[src/rtl/scan_timer_pkg.sv]
package scan_timer_pkg;
    localparam int LINE_W = 8;
    localparam int STAT_W = 16;

    // status bit positions
    localparam int ST_VBLANK    = 0;
    localparam int ST_HBLANK    = 1;
    localparam int ST_MATCH     = 2;
    localparam int ST_EN_VBLANK = 3;
    localparam int ST_EN_HBLANK = 4;
    localparam int ST_EN_MATCH  = 5;
    localparam int ST_CMP_LO    = 8;

    typedef enum logic [1:0] {
        PH_DRAW   = 2'd0,
        PH_HBLANK = 2'd1,
        PH_VBLANK = 2'd2
    } phase_e;
endpackage

[src/rtl/scan_dot_ctr.sv]
module scan_dot_ctr #(
    parameter int CNT_W = 11
) (
    input  logic             clk,
    input  logic             rst_n,
    input  logic             restart,
    output logic [CNT_W-1:0] cnt
);
    always_ff @(posedge clk or negedge rst_n) begin
        if (!rst_n)       cnt <= '0;
        else if (restart) cnt <= '0;
        else              cnt <= cnt + 1'b1;
    end
endmodule

[src/rtl/scan_line_ctr.sv]
module scan_line_ctr #(
    parameter int LINE_W = 8
) (
    input  logic              clk,
    input  logic              rst_n,
    input  logic              advance,
    input  logic              wrap,
    output logic [LINE_W-1:0] line
);
    always_ff @(posedge clk or negedge rst_n) begin
        if (!rst_n)       line <= '0;
        else if (wrap)    line <= '0;
        else if (advance) line <= line + 1'b1;
    end
endmodule

[src/rtl/scan_status.sv]
module scan_status
    import scan_timer_pkg::*;
(
    input  logic              clk,
    input  logic              rst_n,
    input  logic              wr_en,
    input  logic [STAT_W-1:0] wr_data,
    input  logic [LINE_W-1:0] line,
    input  logic              hb_flag,
    input  logic              vb_flag,
    output logic [STAT_W-1:0] rd_data,
    output logic              irq_match
);
    logic [2:0]        en_q;
    logic [LINE_W-1:0] cmp_q;
    logic              match_q;
    logic              match_d;
    logic              unused_wbits;

    assign unused_wbits = ^{wr_data[7:6], wr_data[2:0]};
    assign match_d      = (cmp_q == line);

    always_ff @(posedge clk or negedge rst_n) begin
        if (!rst_n) begin
            en_q  <= '0;
            cmp_q <= '0;
        end else if (wr_en) begin
            en_q  <= wr_data[ST_EN_MATCH:ST_EN_VBLANK];
            cmp_q <= wr_data[ST_CMP_LO +: LINE_W];
        end
    end

    always_ff @(posedge clk or negedge rst_n) begin
        if (!rst_n) begin
            match_q   <= 1'b0;
            irq_match <= 1'b0;
        end else begin
            match_q   <= match_d;
            irq_match <= en_q[2] && match_d && !match_q;
        end
    end

    always_comb begin
        rd_data                          = '0;
        rd_data[ST_VBLANK]               = vb_flag;
        rd_data[ST_HBLANK]               = hb_flag;
        rd_data[ST_MATCH]                = match_q;
        rd_data[ST_EN_MATCH:ST_EN_VBLANK] = en_q;
        rd_data[ST_CMP_LO +: LINE_W]     = cmp_q;
    end
endmodule

[src/rtl/scanline_timer.sv]
module scanline_timer
    import scan_timer_pkg::*;
#(
    parameter int VISIBLE_LINES = 160,
    parameter int TOTAL_LINES   = 228,
    parameter int DRAW_CLKS     = 960,
    parameter int BLANK_CLKS    = 272
) (
    input  logic        clk,
    input  logic        rst_n,
    input  logic        stat_we,
    input  logic [15:0] stat_wdata,
    output logic [15:0] stat_rdata,
    output logic [7:0]  scanline,
    output logic        irq_hblank,
    output logic        irq_vblank,
    output logic        irq_vcount
);
    localparam int LINE_CLKS = DRAW_CLKS + BLANK_CLKS;
    localparam int CNT_W     = $clog2(LINE_CLKS);
    localparam logic [CNT_W-1:0]  DRAW_LAST  = CNT_W'(DRAW_CLKS - 1);
    localparam logic [CNT_W-1:0]  BLANK_LAST = CNT_W'(BLANK_CLKS - 1);
    localparam logic [CNT_W-1:0]  LINE_LAST  = CNT_W'(LINE_CLKS - 1);
    localparam logic [LINE_W-1:0] LAST_LINE  = LINE_W'(TOTAL_LINES - 1);
    localparam logic [LINE_W:0]   VIS_LIMIT  = (LINE_W + 1)'(VISIBLE_LINES);

    phase_e            state_q, state_d;
    logic [CNT_W-1:0]  dot;
    logic [LINE_W-1:0] line;
    logic              end_draw, end_hblank, end_vblank;
    logic              next_visible, at_last_line;
    logic              hb_q, vb_q, irq_hb_q, irq_vb_q;

    scan_dot_ctr #(.CNT_W(CNT_W)) u_dot (
        .clk     (clk),
        .rst_n   (rst_n),
        .restart (end_draw | end_hblank | end_vblank),
        .cnt     (dot)
    );

    scan_line_ctr #(.LINE_W(LINE_W)) u_line (
        .clk     (clk),
        .rst_n   (rst_n),
        .advance (end_draw | (end_vblank & ~at_last_line)),
        .wrap    (end_vblank & at_last_line),
        .line    (line)
    );

    scan_status u_stat (
        .clk       (clk),
        .rst_n     (rst_n),
        .wr_en     (stat_we),
        .wr_data   (stat_wdata),
        .line      (line),
        .hb_flag   (hb_q),
        .vb_flag   (vb_q),
        .rd_data   (stat_rdata),
        .irq_match (irq_vcount)
    );

    assign end_draw     = (state_q == PH_DRAW)   && (dot == DRAW_LAST);
    assign end_hblank   = (state_q == PH_HBLANK) && (dot == BLANK_LAST);
    assign end_vblank   = (state_q == PH_VBLANK) && (dot == LINE_LAST);
    assign at_last_line = (line == LAST_LINE);
    assign next_visible = ({1'b0, line} + 1'b1) < VIS_LIMIT;

    // state register
    always_ff @(posedge clk or negedge rst_n) begin
        if (!rst_n) state_q <= PH_DRAW;
        else        state_q <= state_d;
    end

    // next-state logic
    always_comb begin
        state_d = state_q;
        unique case (state_q)
            PH_DRAW: begin
                if (end_draw) state_d = next_visible ? PH_HBLANK : PH_VBLANK;
            end
            PH_HBLANK: begin
                if (end_hblank) state_d = PH_DRAW;
            end
            PH_VBLANK: begin
                if (end_vblank && at_last_line) state_d = PH_DRAW;
            end
            default: state_d = PH_DRAW;
        endcase
    end

    // registered flags and interrupt pulses
    always_ff @(posedge clk or negedge rst_n) begin
        if (!rst_n) begin
            hb_q     <= 1'b0;
            vb_q     <= 1'b0;
            irq_hb_q <= 1'b0;
            irq_vb_q <= 1'b0;
        end else begin
            irq_hb_q <= 1'b0;
            irq_vb_q <= 1'b0;
            unique case (state_q)
                PH_DRAW: begin
                    if (end_draw && next_visible) begin
                        hb_q     <= 1'b1;
                        irq_hb_q <= stat_rdata[ST_EN_HBLANK];
                    end else if (end_draw) begin
                        vb_q     <= 1'b1;
                        irq_vb_q <= stat_rdata[ST_EN_VBLANK];
                    end
                end
                PH_HBLANK: begin
                    if (end_hblank) begin
                        hb_q <= 1'b0;
                        vb_q <= 1'b0;
                    end
                end
                PH_VBLANK: begin
                    if (end_vblank && at_last_line) vb_q <= 1'b0;
                end
                default: ;
            endcase
        end
    end

    assign scanline   = line;
    assign irq_hblank = irq_hb_q;
    assign irq_vblank = irq_vb_q;
endmodule

[config.mk]
export PLATFORM = sky130hd
export DESIGN_NAME = scanline_timer
export DESIGN_NICKNAME = d
export VERILOG_FILES = /design/src/rtl/scan_timer_pkg.sv /design/src/rtl/scan_dot_ctr.sv /design/src/rtl/scan_line_ctr.sv /design/src/rtl/scan_status.sv /design/src/rtl/scanline_timer.sv
export SDC_FILE = /design/constraint.sdc
export NUM_CORES = 1
export LEC_CHECK = 0
export BUFFER_PORTS_ARGS = -buffer_cell sky130_fd_sc_hd__buf_2
export CAP_MARGIN = 0
export CORE_ASPECT_RATIO = 0.75
export CORE_MARGIN = 2
export CORE_UTILIZATION = 45
export DETAILED_ROUTE_END_ITERATION = 7
export GPL_ROUTABILITY_DRIVEN = 0
export PLACE_DENSITY_LB_ADDON = 0.12
export SLEW_MARGIN = 20
export SYNTH_ARGS = -nofsm -noshare
export SYNTH_HDL_FRONTEND = slang
export SYNTH_HIERARCHICAL = 1
export SYNTH_SLANG_ARGS = --single-unit
[constraint.sdc]
create_clock -name clk -period 3.9 [get_ports clk]
set_input_delay 0.195 -clock clk [delete_from_list [all_inputs] [get_ports clk]]
set_output_delay 0.195 -clock clk [all_outputs]
set_load 0.02 [all_outputs]
==> flow_metrics.env <==
export IMPL_async_flop_share_pct=100
export IMPL_cts_resized=0
export IMPL_die_x_um=80.9
export IMPL_synth_edf_count=0
export IMPL_start_util_pct=48.0
export IMPL_reg2regPathDepth=6
export IMPL_num_vias=1467
export IMPL_wire_per_inst_um=15.0
export IMPL_fp_row_count=20
export IMPL_max_freq_ghz=0.372
export IMPL_setup_viol=0
export IMPL_clock_sinks=38
export IMPL_dpl_hpwl_um=2960
export IMPL_htreeDepth=2
export IMPL_worstPathMaxFanout=6
export IMPL_place_port_buffers=38
export IMPL_grt_overflow=0
export IMPL_place_ws_ns=1.29
export IMPL_post_route_period_util_pct=68.9
export IMPL_area_delta_synth_final_pct=14.6
export IMPL_viasPerCell=5.39
export IMPL_grt_max_degree=39
export IMPL_n_antenna_cell=0
export IMPL_cts_buffer_depth=2
export IMPL_slew_headroom_pct=29.9
export IMPL_route_detailed_drc=0
export IMPL_max_slew_worst_pin_slew_ns=1.04
export IMPL_startpoint="u_dot/cnt[3]"
export IMPL_grt_pass1_wl_um=6290
export IMPL_cts_clk_slew_worst_paths_ns=0.08
export IMPL_drive_above_1_share_pct=30.0
export IMPL_grtUsageMet3_pct=4.40
export IMPL_cap_violations=0
export IMPL_fp_dieH_um=61.6
export IMPL_postCtsSetupRepairBufs=0
export IMPL_rrSetupSlack_ns=1.21
export IMPL_crit_path_start_kind="flop"
export IMPL_slew_violations=0
export IMPL_drtPass1Iterations=4
export IMPL_skew_ns=0.00587
export IMPL_synthDistinctLibCells=41
export IMPL_drt_wl_total_um=4090
export IMPL_syn_area_per_cell_um2=11.1
export IMPL_crit_type="flop to flop"
export IMPL_final_area_um2=2280
export IMPL_antenna_found_initial=0
export IMPL_cp_end_kind="flop"
export IMPL_final_setup_tns_ns=0
export IMPL_status="finished, final reports clean"
export IMPL_use_met1_pct=23.6
export IMPL_cts_root_buf="clkbuf_8"
export IMPL_syn_inst=179
export IMPL_die_area_um2=4980
export IMPL_numCtsBuffers=5
export IMPL_regToRegStartpoint="u_dot/cnt[3]"
export IMPL_cts_tree="yes"
export IMPL_critPathRequiredTime_ns=4.11
export IMPL_synth_seq_cells=38
export IMPL_layout_nets=241
export IMPL_cts_hold_buf=0
export IMPL_ys_flop_type="dfrtp_1"
export IMPL_placed_cell_area_um2=2190
export IMPL_synth_area_um2=1990
export IMPL_rsz0062_at_grt="no"
export IMPL_clkLatencyLatePin_ns=0.29
export IMPL_powerDensity_nw_per_um2=333
export IMPL_hold_path_class="input pin to asynchronous set/reset pin"
export IMPL_grt_pass1_vias=1284
export IMPL_hold_viol=0
export IMPL_layout_min_cycle_time_ns=2.69
export IMPL_track_usage_pct=17.2
export IMPL_setup_ws_ns=1.21
export IMPL_cp_arrival_ns=2.90
export IMPL_first_iter_violations=42
export IMPL_peakVddDrop_v=0.000163
export IMPL_met2_usage_pct=26.2
export IMPL_p_leak_uw=0.00106
export IMPL_ioPinCount=46
export IMPL_fp_coreArea_um2=4150
export IMPL_busiest_layer="met2"
export IMPL_ys_warn_count=6
export IMPL_seq_area_frac_synth_pct=47.7
export IMPL_antenna_left=0
-- synth_stat cells (5+ instances only) --
cell type / count / area, um2
dfrtp_1: 38 / 951
nor2_1: 13 / 48.8
a21oi_1: 11 / 55.1
mux2_2: 11 / 124
xnor2_1: 10 / 87.6
nand3_1: 9 / 45.0
buf_4: 8 / 60.1
nand4_1: 8 / 50.1
inv_1: 7 / 26.3
ha_1: 6 / 75.1
o21ai_0: 6 / 30.0
nand2_1: 5 / 18.8
xor2_1: 5 / 43.8
-- metal layers --
layer | vias up | routed length (um)
met2 | 28 | 1900
met1 | 719 | 1980
met3 | 5 | 167
met4 | 0 | 46
met5 | - | 0
li1 | 715 | -
-- worst max-delay path: stages (launching register included) --
cell       delay (ns)
dfrtp_1          0.46
and4_1           0.33
nand4_1          0.19
o21ai_0          0.86
o2111ai_4        0.22
or3_1            0.39
a21oi_1          0.15
-- power by group --
part	internal, uW	switching, uW
logic	28.3	37.6
registers	405	9.82
clock network	143	136
-- cells in the final DEF (no fill, tap or decap), types with 2 or more instances in the layout --
| cell type | n |
|---|---|
| dfrtp_1 | 38 |
| buf_2 | 38 |
| nor2_1 | 13 |
| a21oi_1 | 11 |
| mux2_2 | 11 |
| xnor2_1 | 10 |
| nand3_1 | 9 |
| nand4_1 | 8 |
| inv_1 | 7 |
| o21ai_0 | 6 |
| ha_1 | 6 |
| clkbuf_8 | 6 |
| nand2_1 | 5 |
| xor2_1 | 5 |
| o31ai_1 | 4 |
| or4_1 | 4 |
| or3_1 | 4 |
| and4_1 | 2 |
| and2_1 | 2 |
| a22o_1 | 2 |
| o41ai_2 | 2 |
| o2bb2ai_1 | 2 |
| conb_1 | 2 |
-- area by class of cell --
type / count / area (um2)
Fill cell: 397 / 1870
Multi-Input combinational cell: 126 / 956
Sequential cell: 38 / 951
Timing Repair Buffer: 38 / 190
Clock buffer: 7 / 86.3
Tap cell: 55 / 68.8
Inverter: 7 / 26.3
Clock inverter: 1 / 5.00
-- worst paths after layout --
path	end
max	u_line/line[7]
min	hb_q
max reg2reg	u_line/line[7]
min reg2reg	u_stat/irq_match
max in group asynchronous	u_dot/cnt[1]
min in group clk	u_stat/cmp_q[1]
-- kinds of logic (layout without fill, tap and decap cells) --
family	count (synthesis)	in the layout	synth area share [%]
other	1	2	0.188
AOI/OAI and AO/OA	32	32	12.1
and+or+nand+nor	59	59	18.5
DFF	38	38	47.7
muxes	12	12	6.72
buffers and inverters	16	53	4.52
adders and majority gates	6	6	3.77
xor gates and xnor gates	15	15	6.59
-- state kept, by name, summed over array words and instances, names as in the netlist --
name	count
u_stat/match_q	1
state_q	2
u_stat/cmp_q	8
u_stat/irq_match	1
irq_vblank	1
irq_hblank	1
u_line/line	8
u_dot/cnt	11
vb_q	1
u_stat/en_q	3
hb_q	1
-- metrics by stage --
step                      total power (uW)  instances  util (%)  hold slack [ns]
final                                  760        272      55.0         0.000663
after global routing                   795        272      55.0           0.0638
after CTS                              770        272      55.0           0.0445
after detailed placement               491        264      52.8            0.357
after global placement                 488        264      52.8            0.332
after floorplan                        462        180         -           -0.101
No activity file was read; power rests on OpenSTA's default activity.
